`src/rtl/sync_preset_counter_pkg.sv`:
```
package sync_preset_counter_pkg;

    typedef enum logic [1:0] {
        ACT_HOLD = 2'd0,
        ACT_LOAD = 2'd1,
        ACT_STEP = 2'd2
    } act_e;

    // Terminal count for a given width and mode
    function automatic int unsigned term_count(input int unsigned w, input bit decade);
        return decade ? 32'd9 : ((32'd1 << w) - 32'd1);
    endfunction

endpackage

```
`src/rtl/cnt_action_sel.sv`:
```
module cnt_action_sel
    import sync_preset_counter_pkg::*;
(
    input  logic load_n,
    input  logic cnt_en,
    input  logic carry_en,
    output act_e act
);
    // Load beats counting; counting needs both enables.
    always_comb begin
        if (!load_n)
            act = ACT_LOAD;
        else if (cnt_en && carry_en)
            act = ACT_STEP;
        else
            act = ACT_HOLD;
    end
endmodule

```
`src/rtl/cnt_step_logic.sv`:
```
module cnt_step_logic #(
    parameter int unsigned W      = 4,
    parameter bit          DECADE = 1'b0
) (
    input  logic [W-1:0] cur,
    output logic [W-1:0] nxt
);
    localparam int unsigned TERM   = sync_preset_counter_pkg::term_count(W, DECADE);
    localparam logic [W-1:0] TERM_V = W'(TERM);

    generate
        if (DECADE) begin : g_decade
            // Terminal count and every unused code above it return to zero.
            always_comb begin
                if (cur >= TERM_V)
                    nxt = '0;
                else
                    nxt = cur + 1'b1;
            end
        end else begin : g_binary
            always_comb nxt = cur + 1'b1;
        end
    endgenerate
endmodule

```
`src/rtl/cnt_tc_decode.sv`:
```
module cnt_tc_decode #(
    parameter int unsigned W      = 4,
    parameter bit          DECADE = 1'b0
) (
    input  logic [W-1:0] cur,
    output logic         at_term
);
    localparam int unsigned  TERM   = sync_preset_counter_pkg::term_count(W, DECADE);
    localparam logic [W-1:0] TERM_V = W'(TERM);

    always_comb at_term = (cur == TERM_V);
endmodule

```
`src/rtl/sync_preset_counter.sv`:
```
module sync_preset_counter
    import sync_preset_counter_pkg::*;
#(
    parameter int unsigned W      = 4,
    parameter bit          DECADE = 1'b0
) (
    input  logic         clk,
    input  logic         clr_n,
    input  logic         load_n,
    input  logic         cnt_en,
    input  logic         carry_en,
    input  logic [W-1:0] par_in,
    output logic [W-1:0] q,
    output logic         tc_carry
);
    act_e         act;
    logic [W-1:0] step_val;
    logic         at_term;

    cnt_action_sel u_sel (
        .load_n   (load_n),
        .cnt_en   (cnt_en),
        .carry_en (carry_en),
        .act      (act)
    );

    cnt_step_logic #(.W(W), .DECADE(DECADE)) u_step (
        .cur (q),
        .nxt (step_val)
    );

    cnt_tc_decode #(.W(W), .DECADE(DECADE)) u_tc (
        .cur     (q),
        .at_term (at_term)
    );

    // State register: asynchronous clear, then the selected action
    always_ff @(posedge clk or negedge clr_n) begin
        if (!clr_n) begin
            q <= '0;
        end else begin
            unique case (act)
                ACT_LOAD: q <= par_in;
                ACT_STEP: q <= step_val;
                ACT_HOLD: q <= q;
                default:  q <= q;
            endcase
        end
    end

    // Output: terminal count gated by the carry enable
    always_comb tc_carry = at_term && carry_en;
endmodule

```
`config.mk`:
```
export PLATFORM = sky130hd
export DESIGN_NAME = sync_preset_counter
export DESIGN_NICKNAME = d
export VERILOG_FILES = /design/src/rtl/sync_preset_counter_pkg.sv /design/src/rtl/cnt_action_sel.sv /design/src/rtl/cnt_step_logic.sv /design/src/rtl/cnt_tc_decode.sv /design/src/rtl/sync_preset_counter.sv
export SDC_FILE = /design/constraint.sdc
export NUM_CORES = 1
export LEC_CHECK = 0
export ABC_AREA = 1
export ABC_CLOCK_PERIOD_IN_PS = 900
export BUFFER_PORTS_ARGS = -buffer_cell sky130_fd_sc_hd__buf_2
export CAP_MARGIN = 20
export CORE_AREA = 2 2 39 41
export DETAILED_ROUTE_END_ITERATION = 8
export DIE_AREA = 0 0 41 43
export PLACE_DENSITY = 0.52
export SLEW_MARGIN = 20
export SYNTH_ARGS = -nofsm -noshare
export SYNTH_HDL_FRONTEND = slang
export SYNTH_SLANG_ARGS = --single-unit
```
`constraint.sdc`:
```
create_clock -name clk -period 0.9 [get_ports clk]
set_input_delay 0.045 -clock clk [delete_from_list [all_inputs] [get_ports clk]]
set_output_delay 0.045 -clock clk [all_outputs]
set_load 0.005 [all_outputs]
```
==> results.sh <==
export IMPL_status="finished with violations"
export IMPL_drc=0
export IMPL_avgSynthCellArea_um2=7.06
export IMPL_drive_gt1_share_pct=43.1
export IMPL_rr_endpoint="q[3]$_DFFE_PN0P_"
export IMPL_clockBufferDepth=2
export IMPL_ys_seq_area_share_pct=39.4
export IMPL_r2r_setup_slack_ns=-0.13
export IMPL_setup_violations=7
export IMPL_post_synth_top_area_cell="dfrtp_1"
export IMPL_arrival_ns=1.04
export IMPL_ys_top_cells_by_count="nand2_1, nand3_1, dfrtp_1, nor2_1, inv_1"
export IMPL_fmax_mhz=924
export IMPL_period_needed_ns=1.08
export IMPL_worstPathCellList="ha_4 -> nand2_2 -> nor2_1 -> buf_2"
export IMPL_drt_pass1_iter_count=4
export IMPL_p_leak_nw=0.227
export IMPL_ys_warn_count=0
export IMPL_place_inst=67
export IMPL_gr_total_overflow=0
export IMPL_track_usage_pct=10.8
export IMPL_cts_sinks=4
export IMPL_drtIter0Drc=6
export IMPL_vias=331
export IMPL_syn_num_nets=46
export IMPL_powerDensity_nw_per_um2=1470
export IMPL_die_y_um=43
export IMPL_synth_cells=36
export IMPL_ant_nets=0
export IMPL_areaGrowthSynthToFinish_pct=70.0
export IMPL_hold_path_depth=3
export IMPL_failed_checks="setup timing"
export IMPL_core_area_um2=1380
export IMPL_regToRegStartpoint="q[1]$_DFFE_PN0P_"
export IMPL_synth_edf_count=0
export IMPL_row_count=14
export IMPL_die_x_um=41
export IMPL_synthTopCellsByArea="dfrtp_1, nand2_1, nand3_1"
export IMPL_clk_pin_slew_ns=0.04
export IMPL_htree_num_levels=1
export IMPL_ioPinCount=14
export IMPL_max_cap_violations=0
export IMPL_hpwl_um=558
export IMPL_fin_crit_sh_pct=120
export IMPL_cts_tree="done"
export IMPL_grt_max_degree=7
export IMPL_critPathCaptureType="primary output"
export IMPL_worstMarginPinSlew_ns=0.178
export IMPL_ys_types=12
export IMPL_viasPerCell=4.47
export IMPL_portBuffers=13
export IMPL_wire_per_inst_um=10.6
export IMPL_root_buffer="clkbuf_4"
export IMPL_setup_ws_ns=-0.183
export IMPL_hold_path_startpoint="par_in[1]"
export IMPL_gp_congestion=0.693
export IMPL_finalClockSkew_ns=0.000989
export IMPL_grt_first_pass_wirelength_um=1190
export IMPL_hold_viol=0
export IMPL_reg2reg_depth=6
export IMPL_finalNonFillerCells=74
export IMPL_multi_input_area_um2=150
export IMPL_ys_ff_latch=4
export IMPL_synth_cell_area_um2=254
export IMPL_cpMaxStageDelayCell="dfrtp_1"
export IMPL_path_class="reg2out"
export IMPL_fillCellCount=160
export IMPL_cp_max_fo=2
export IMPL_start_util_pct=18.4
export IMPL_cts_buffers=3
export IMPL_rsz0062_at_grt="true"
export IMPL_grt_pass1_vias=326
export IMPL_hold_path_class="in2reg"
export IMPL_clk_latency_ns=0.23
export IMPL_largest_reg_flops=4
export IMPL_antenna_cells=0
export IMPL_grt_antenna_before_repair=0
export IMPL_async_reset_ff_share_pct=100
export IMPL_critPathMaxStageDelay_ns=0.41
export IMPL_reg_top3="q: 4 flops"
export IMPL_slew_viol_final=0
export IMPL_die_area_um2=1760
export IMPL_synth_top_area_share_pct=39.4
export IMPL_routed_wl_um=788
export IMPL_peakVddDrop_mv=0.458
export IMPL_critPathLaunchType="register"
export IMPL_required_ns=0.85
export IMPL_relSlewSlack_pct=88.1
export IMPL_hold_end="q[1]$_DFFE_PN0P_"
export IMPL_fin_nets=70
export IMPL_largest_register="q"
export IMPL_ys_flop_type="dfrtp_1"
export IMPL_regArea_um2=100
export IMPL_yosys_cell_count_top_type="nand2_1"
export IMPL_finalPower_mw=0.635
placed cells by master, fill, tap and decap left out, drive strengths merged:
master        n
nand3         8
inv           4
buf          18
clkbuf        3
dlygate4sd3   1
dfrtp         4
nand2        11
o211ai        1
nor2          4
o21bai        1
clkinv        1
nand4         1
ha            1
final cells by class:
| cell class | instances | share of cell area, % |
|---|---|---|
| inverter | 5 | 4.35 |
| timing repair buffer | 19 | 27.8 |
| tap | 16 | 4.64 |
| multi-input combinational | 27 | 34.8 |
| clock buffer | 3 | 5.22 |
| sequential | 4 | 23.2 |
worst max-delay path: cells and delay by family, from the launching register on:
kind | cells | cell delay (ns)
adder cells (fa/ha/maj) | 1 | 0.18
buffers and inverters | 1 | 0.11
AND/OR/NAND/NOR | 2 | 0.11
flip-flops | 1 | 0.41
metrics by stage:
| stage | instance area (um^2) | hold WS, ns | TNS (ns) | worst slack (ns) | utilization (%) |
|---|---|---|---|---|---|
| after floorplan | 254 | -0.251 | -0.0605 | -0.0336 | - |
| after CTS | 409 | 0.0386 | -0.458 | -0.177 | 29.6 |
| after global placement | 354 | -0.140 | 0 | 0.00630 | 25.6 |
| after detailed placement | 354 | -0.141 | -0.0227 | -0.0142 | 25.6 |
| after global routing | 432 | 0.0539 | -1.10 | -0.227 | 31.2 |
| final | 432 | 0.0367 | -0.864 | -0.183 | 31.2 |
worst max path at each step:
stage,startpoint,endpoint,slack (ns),cells after the start
2_1_floorplan,q[0]$_DFFE_PN0P_,q[2]$_DFFE_PN0P_,-0.03,4
3_3_place_gp,q[0]$_DFFE_PN0P_,q[1]$_DFFE_PN0P_,0.006,3
3_5_place_dp,q[1]$_DFFE_PN0P_,q[1]$_DFFE_PN0P_,-0.01,3
4_1_cts,q[0]$_DFFE_PN0P_,tc_carry,-0.18,4
5_1_grt,q[1]$_DFFE_PN0P_,tc_carry,-0.23,4
6_report,q[1]$_DFFE_PN0P_,tc_carry,-0.18,4
what timing repair did:
| item | 4_1_cts | 5_1_grt |
|---|---|---|
| resized for setup | 3 | 2 |
| setup buffers | 1 | 2 |
| endpoints found under the hold margin | 4 | 0 |
| hold buffers | 1 | 0 |
| gates cloned | 0 | 0 |
| pin swaps | 3 | 1 |
| endpoints found under the setup margin | 5 | 6 |
where the power goes:
group          internal (mW)  total, mW  switching [mW]
sequential             0.201      0.227          0.0265
clock                  0.150      0.227          0.0779
combinational         0.0996      0.180          0.0803
total                  0.450      0.635           0.185
layer usage:
layer / routed length [um] / up-vias / share of wire (%) / global-route usage (%)
met5: 0 / - / 0 / 0
met2: 415 / 15 / 53 / 16.3
met4: 19 / 0 / 2.4 / 12.0
met1: 306 / 151 / 39 / 10.0
met3: 46 / 2 / 5.8 / 3.14
li1: - / 163 / - / -
logic make-up after synthesis:
group | synth area share, %
buffers and inverters | 7.39
adder cells (fa/ha/maj) | 4.93
flip-flops | 39.4
AO/OA/AOI/OAI | 5.91
AND/OR/NAND/NOR | 42.4
(Power assumes the default switching activity.)
